**src/rtl/rcr_pkg.sv**
```systemverilog
package rcr_pkg;
  typedef enum logic [1:0] {
    ST_IDLE    = 2'd0,
    ST_RECOVER = 2'd1,
    ST_HOLD    = 2'd2,
    ST_DELAY   = 2'd3
  } rcr_state_t;
endpackage

```
**src/rtl/rcr_rise_detect.sv**
```systemverilog
module rcr_rise_detect (
  input  logic clk,
  input  logic rst,
  input  logic sig_i,
  output logic rise_o
);
  logic sig_q;

  always_ff @(posedge clk) begin
    if (rst) sig_q <= 1'b0;
    else     sig_q <= sig_i;
  end

  assign rise_o = sig_i & ~sig_q;
endmodule

```
**src/rtl/rcr_tick_counter.sv**
```systemverilog
module rcr_tick_counter #(
  parameter int CW   = 8,
  parameter int MAXV = 240
) (
  input  logic          clk,
  input  logic          rst,
  input  logic          clr_i,
  input  logic          inc_i,
  output logic [CW-1:0] cnt_o
);
  localparam logic [CW-1:0] SAT = CW'(MAXV);

  always_ff @(posedge clk) begin
    if (rst || clr_i)               cnt_o <= '0;
    else if (inc_i && cnt_o != SAT) cnt_o <= cnt_o + 1'b1;
  end
endmodule

```
**src/rtl/rev_recovery_ctrl.sv**
```systemverilog
module rev_recovery_ctrl #(
  parameter int REC_TICKS  = 240,
  parameter int FAST_TICKS = 42,
  parameter int SLOW_TICKS = 150
) (
  input  logic clk,
  input  logic rst,
  input  logic rev_en_i,
  input  logic rev_det_i,
  input  logic out_ok_i,
  input  logic tick_i,
  output logic fets_off_o,
  output logic rev_flag_o,
  output logic restart_o
);
  import rcr_pkg::*;

  localparam int MAXT_A = (REC_TICKS > FAST_TICKS) ? REC_TICKS : FAST_TICKS;
  localparam int MAXT   = (MAXT_A > SLOW_TICKS) ? MAXT_A : SLOW_TICKS;
  localparam int CW     = $clog2(MAXT + 1);
  localparam logic [CW-1:0] REC_LEN  = CW'(REC_TICKS);
  localparam logic [CW-1:0] FAST_LEN = CW'(FAST_TICKS);
  localparam logic [CW-1:0] SLOW_LEN = CW'(SLOW_TICKS);

  rcr_state_t    st, st_n;
  logic          det_rise;
  logic          cnt_clr;
  logic [CW-1:0] cnt;
  logic [CW-1:0] dly_len, dly_len_n;
  logic          restart_n;

  rcr_rise_detect u_rise (
    .clk    (clk),
    .rst    (rst),
    .sig_i  (rev_det_i),
    .rise_o (det_rise)
  );

  rcr_tick_counter #(.CW(CW), .MAXV(MAXT)) u_cnt (
    .clk   (clk),
    .rst   (rst),
    .clr_i (cnt_clr),
    .inc_i (tick_i),
    .cnt_o (cnt)
  );

  // Next-state decision; the output level is sampled when recovery ends
  always_comb begin
    st_n      = st;
    cnt_clr   = 1'b0;
    restart_n = 1'b0;
    dly_len_n = dly_len;
    unique case (st)
      ST_IDLE: begin
        if (rev_en_i && det_rise) begin
          st_n    = ST_RECOVER;
          cnt_clr = 1'b1;
        end
      end
      ST_RECOVER: begin
        if (cnt == REC_LEN) begin
          if (rev_det_i) begin
            st_n = ST_HOLD;
          end else begin
            st_n      = ST_DELAY;
            cnt_clr   = 1'b1;
            dly_len_n = out_ok_i ? FAST_LEN : SLOW_LEN;
          end
        end
      end
      ST_HOLD: begin
        if (!rev_det_i) begin
          st_n      = ST_DELAY;
          cnt_clr   = 1'b1;
          dly_len_n = out_ok_i ? FAST_LEN : SLOW_LEN;
        end
      end
      ST_DELAY: begin
        if (rev_det_i) begin
          st_n    = ST_RECOVER;
          cnt_clr = 1'b1;
        end else if (cnt == dly_len) begin
          st_n      = ST_IDLE;
          restart_n = 1'b1;
        end
      end
      default: st_n = ST_IDLE;
    endcase
  end

  always_ff @(posedge clk) begin
    if (rst) begin
      st         <= ST_IDLE;
      dly_len    <= FAST_LEN;
      fets_off_o <= 1'b0;
      rev_flag_o <= 1'b0;
      restart_o  <= 1'b0;
    end else begin
      st         <= st_n;
      dly_len    <= dly_len_n;
      fets_off_o <= (st_n != ST_IDLE);
      rev_flag_o <= (st_n == ST_RECOVER) || (st_n == ST_HOLD);
      restart_o  <= restart_n;
    end
  end
endmodule

```
**config.mk**
```make
export PLATFORM = sky130hd
export DESIGN_NAME = rev_recovery_ctrl
export DESIGN_NICKNAME = d
export VERILOG_FILES = /design/src/rtl/rcr_pkg.sv /design/src/rtl/rcr_rise_detect.sv /design/src/rtl/rcr_tick_counter.sv /design/src/rtl/rev_recovery_ctrl.sv
export SDC_FILE = /design/constraint.sdc
export NUM_CORES = 1
export LEC_CHECK = 0
export BUFFER_PORTS_ARGS = -buffer_cell sky130_fd_sc_hd__buf_2
export CAP_MARGIN = 20
export CORE_ASPECT_RATIO = 1.2
export CORE_MARGIN = 1
export CORE_UTILIZATION = 42
export CTS_CLUSTER_SIZE = 24
export DETAILED_ROUTE_END_ITERATION = 12
export PLACE_DENSITY_LB_ADDON = 0.12
export RECOVER_POWER = 50
export REMOVE_ABC_BUFFERS = 1
export SETUP_SLACK_MARGIN = 0.4
export SYNTH_ARGS = -nofsm -noshare
export SYNTH_HDL_FRONTEND = slang
export SYNTH_SLANG_ARGS = --single-unit
```
**constraint.sdc**
```tcl
create_clock -name clk -period 5.3 [get_ports clk]
set_clock_uncertainty 0.2 [all_clocks]
set_input_delay 0.53 -clock clk [delete_from_list [all_inputs] [get_ports clk]]
set_output_delay 0.53 -clock clk [all_outputs]
set_load 0.05 [all_outputs]
```
## Word level (Yosys, flattened, before mapping)

Index checks and enable logic that the tools add are counted.

| word-level totals | value |
|---|---|
| logic and storage cells | 46 |
| bits of input ports | 6 |
| flip-flop bits (word level) | 22 |
| output and inout port bits | 3 |

| cells by class | value |
|---|---|
| bitwise logic cells | 3 |
| eq/ne operators | 9 |
| multiplexer cells | 17 |
| reduce and logical (&&, ||, !) cells | 9 |
| $add $sub $neg | 1 |

Operator list:

| cell | count |
|---|---|
| 2-to-1 mux 8 bit | 3 |
| case mux 8 bit (2 select lines) | 1 |
| 2-to-1 mux 2 bit | 5 |
| adder 8 x 1 -> 8 bit, second input constant | 1 |
| == test 8 bit | 1 |
| == test 8 bit, second input constant | 1 |
| != test 8 bit, second input constant | 1 |
| case mux 2 bit (4 select lines) | 1 |
| == test 2 bit, second input constant | 3 |
| 2-to-1 mux 1 bit | 6 |
| == test 2 x 1 -> 1 bit, second input constant | 2 |
| case mux 1 bit (4 select lines) | 1 |
| nonzero test 2 bit | 2 |
| OR reduction 3 bit | 1 |
| logical AND 1 bit | 2 |
| zero test 2 bit | 1 |
| logical OR 1 bit | 2 |
| != test 2 bit, second input constant | 1 |
| NOT 1 bit | 2 |
| AND reduction 2 bit | 1 |
| bitwise AND 1 bit | 1 |

## Logic depth before layout (Yosys ltp)

| logic depth | value |
|---|---|
| depth in word-level cells | 7 |
| gate-level depth with buffers | 9 |
| depth with buffers taken out | 8 |

## Cells and area by module

A second synthesis with hierarchy kept.

| unflattened totals | value |
|---|---|
| cells, all modules | 106 |
| area, all modules | 972.2 µm² |

By module, submodules not included:

| module | area each (µm²) | instances | seq. area each (µm²) | cells each |
|---|---|---|---|---|
| rev_recovery_ctrl | 518.0 | 1 | 140.1 | 54 |
| rcr_tick_counter | 406.6 | 1 | 160.2 | 49 |
| rcr_rise_detect | 47.5 | 1 | 20.0 | 3 |

## Least setup slack after synthesis

No wires, ideal clock.

| timing path | value |
|---|---|
| path type | reg2reg |
| start point | reg u_cnt.cnt_o[0] |
| end point | reg rev_flag_o |
| arrival | 1884 ps |
| library setup time | 125 ps |
| path buffers | 0 |
| period minus slack after synthesis | 2209 ps |
| cell stages (with the launch flop) | 9 |
| slack | 3091 ps |
| data required time | 4975 ps |
| cells stage by stage | dfxtp_1 inv_1 ha_1 or3b_4 a211o_1 a221oi_2 or2_1 ha_1 nor2b_1 |

| on the way | value |
|---|---|
| cells in the longest elaborated chain, start to end | 6 |
| elaborated cells between the ends (all ways) | 9 |
| classes of those cells | 4 x eq/ne; 4 x mux; 1 x reduce/logical |

RTL lines:

| what | line | RTL |
|---|---|---|
| start, declared | rcr_tick_counter.sv:9 | `output logic [CW-1:0] cnt_o` |
| start signal, assigned | rcr_tick_counter.sv:15 | `else if (inc_i && cnt_o != SAT) cnt_o <= cnt_o + 1'b1;` |
| == test 8 bit | rev_recovery_ctrl.sv:82 | `end else if (cnt == dly_len) begin` |
| 2-to-1 mux 2 bit | rev_recovery_ctrl.sv:82 |  |
| 2-to-1 mux 2 bit | rev_recovery_ctrl.sv:79 | `if (rev_det_i) begin` |
| case mux 2 bit (4 select lines) (*) | rev_recovery_ctrl.sv:53 | `unique case (st)` |
| == test 2 x 1 -> 1 bit or == test 2 bit (tied branches) | rev_recovery_ctrl.sv:102 | `rev_flag_o <= (st_n == ST_RECOVER) \|\| (st_n == ST_HOLD);` |
| logical OR 1 bit (*) | rev_recovery_ctrl.sv:102 |  |
| end signal, assigned | rev_recovery_ctrl.sv:102 |  |
| end, declared | rev_recovery_ctrl.sv:13 | `output logic rev_flag_o,` |

Every way passes the cells marked *; elsewhere a longest branch is shown, timed or not.
A chain may end at the register's enable or synchronous reset.

## Final worst setup path

Ends and elaborated chain as after synthesis.

==> key figures <==
Status
  – Outcome: finished, final reports clean

GRT
  – Initial antenna violation count: 0
  – Gr usage total: 0.179
  – Number of global-route vias before repair: 738
  – First-pass GRT wire length: 3.04 mm
  – GRT overflow: 0
  – Pin count of the biggest net entering global routing: 10

Die
  – Ports: 9
  – Num rows: 17
  – Die outline width: 44.0 µm
  – Die ar.: 0.00231 mm²
  – Initial Utilization: 0.465
  – Core area: 0.00191 mm²
  – Height of the die: 52.4 µm

Timing
  – Slew Limit Fails: 0
  – Setup TNS: 0 ps
  – Final period util: 0.460
  – Tmin final: 2440 ps
  – Final hold viol count: 0
  – Slew @ Worst Pin: 606 ps
  – Setup violations, final: 0
  – Peak Freq: 411 MHz
  – Final worst slack: 2860 ps
  – RSZ-0062 raised after global routing: false
  – Slew HR: 0.598

Yosys
  – Post-synth ARST share: 0
  – Sequential fraction of the synthesis area: 0.360
  – Top post-synthesis cells by area: dfxtp_1, ha_1, nor2_1
  – Syn_area_per_cell: 8.55 µm²
  – Multiplexer share of the synthesized area: 0.0113
  – Synth Cell Area: 890 µm²
  – Synth top area share: 0.360
  – Count of cell types in the netlist: 35
  – Largest area contributor in the netlist: dfxtp_1
  – Largest family of logic cells by synthesized area: simple AND/OR/NAND/NOR gates
  – Top_reg_cell synth: dfxtp_1
  – Flops & latches, synth: 16
  – Synth Area in Compound Gates: 0.163
  – Simple-Gate Fraction of Synth Area: 0.243
  – EDFF count, synth: 0
  – Adder-cell area share of the yosys netlist: 0.113
  – Xor/xnor cell area share of the yosys netlist: 0.0591
  – YS warnings: 0
  – Post-Synthesis Cells: 104

CTS
  – Post_cts resized: 0
  – Root Driver: clkbuf_4
  – Clk slew on worst S/H paths: 100 ps
  – CTS tree: done
  – CTS max path bufs: 2
  – Num CTS Buffers: 3
  – Post-CTS Setup Bufs: 0
  – TritonCTS Sinks: 16
  – # hold bufs at CTS: 0
  – CTS HTree Levels: 1
  – Skew-Pair Late Insertion Delay: 280 ps

Drt
  – Via density per instance: 5.73
  – Starting DRT DRC Count: 7
  – ANT nets after route: 0
  – Pre-antenna DRT Iters: 4
  – DR WL/cell: 13.0 µm
  – Vias: 762
  – Residual DRC: 0
  – Routed wire length: 1.73 mm

Pwr
  – P_leak: 0.388 nW
  – Maximum vdd drop: 0.000223 V
  – Pwr per Cell Area: 383 mW/mm²

Setup path
  – Slowest-stage cell, CP: or3b_1
  – Critical Path RT: 5280 ps
  – CP Max Fanout: 6
  – Cell mode on critical path: ha_1
  – Cells along the critical path: inv_1, ha_1, or3b_1, a211o_1, a221oi_1, or2_1, ha_1, nor2b_1
  – FF-to-FF setup slack: 2860 ps
  – Setup crit start kind: flip-flop
  – WP data arrival: 2420 ps
  – Crit Path Category: flip-flop to flip-flop
  – Slowest cell delay on critical path: 420 ps
  – Crit path capture type: flip-flop

Placement
  – DPL Wire Length: 1.37 mm
  – Pre-CTS WS: 2970 ps
  – Input/output buffers: 8
  – Placer Congestion: 0.852

Layout
  – Area Overhead vs Synth: 8.86%
  – Layout Nets: 129
  – Share of layout cells above drive strength 1: 0.0965
  – Diode count: 0

Flow run
  – Max_cap viols: 0

Hold path
  – Worst Hold Class: flip-flop to flip-flop
-- power breakdown --
group	internal (W)	leakage (nW)	switching, W
combinational	0.0000505	0.237	0.0000890
sequential	0.000139	0.130	0.0000116
clock	0.0000418	0.0210	0.0000391
-- path summary, 6_finish.rpt --
kind,start,endpoint,cells past startpoint
worst max-delay path,u_cnt.cnt_o[0],rev_flag_o,8
worst min-delay path,dly_len[5],dly_len[5],2
worst max register to register,u_cnt.cnt_o[0],rev_flag_o,8
worst min register to register,dly_len[5],dly_len[5],2
-- sequential cells by signal (all words and copies together), names as in the netlist --
name,count
u_cnt.cnt_o,8
dly_len,2
st,2
fets_off_o,1
restart_o,1
rev_flag_o,1
u_rise.sig_q,1
-- through the flow --
stage,hold WS (ps),total power [W],instance area (µm²),std cells,util
after floorplan,250,0.000265,882,102,-
after global placement,274,0.000296,946,129,0.494
after detailed placement,275,0.000299,946,129,0.494
after CTS,291,0.000382,982,133,0.513
after global routing,302,0.000401,968,133,0.506
final,285,0.000371,968,133,0.506
-- cells by family after synthesis --
logic type                 Yosys count
xor gates and xnor gates             6
adders and majority gates            8
AOI/OAI and AO/OA                   20
buffers and inverters               12
DFF                                 16
muxes                                1
and+or+nand+nor                     41
-- cells in the final DEF (no fill, tap or decap), drive strengths merged, types with 2 or more instances in the layout --
master / instances
nor4: 2
a221oi: 2
nor2: 13
inv: 10
nand3: 2
xnor2: 4
nor2b: 2
nand4: 3
dfxtp: 16
nand2: 5
clkbuf: 8
buf: 4
nor3: 5
o21ai: 7
ha: 8
or2: 2
and3: 2
xor2: 2
a21oi: 2
-- synth_stat cells, types with 2 or more instances --
library cell / number
dfxtp_1: 16
nor2_1: 13
inv_1: 10
ha_1: 8
o21ai_0: 7
nand2_1: 5
nor3_1: 5
xnor2_1: 4
nand4_1: 3
a21oi_1: 2
and3_1: 2
clkbuf_1: 2
nand3_1: 2
nor2b_1: 2
nor4_1: 2
xor2_1: 2
-- worst max-delay path: cells and delay by family, from the launching register on --
| family | cells | cell delay [ps] |
|---|---|---|
| adders and majority gates | 2 | 370 |
| and+or+nand+nor | 3 | 690 |
| buffers and inverters | 1 | 110 |
| DFF | 1 | 340 |
| AOI/OAI and AO/OA | 2 | 610 |
-- layout make-up --
class | instances | area (µm²)
multi-input combinational | 76 | 515
tap | 19 | 23.8
sequential | 16 | 320
fill | 192 | 946
inverter | 10 | 37.5
timing repair buffer | 8 | 35.0
clock buffer | 4 | 36.3
-- layer usage --
metal  vias to the layer above  wire [µm]  track usage
met1                       356        771        0.198
met5                         -          0            0
li1                        386          -            -
met2                        14        875        0.306
met3                         6         45       0.0379
met4                         0         42        0.111
Power figures use the tool's default switching activity.
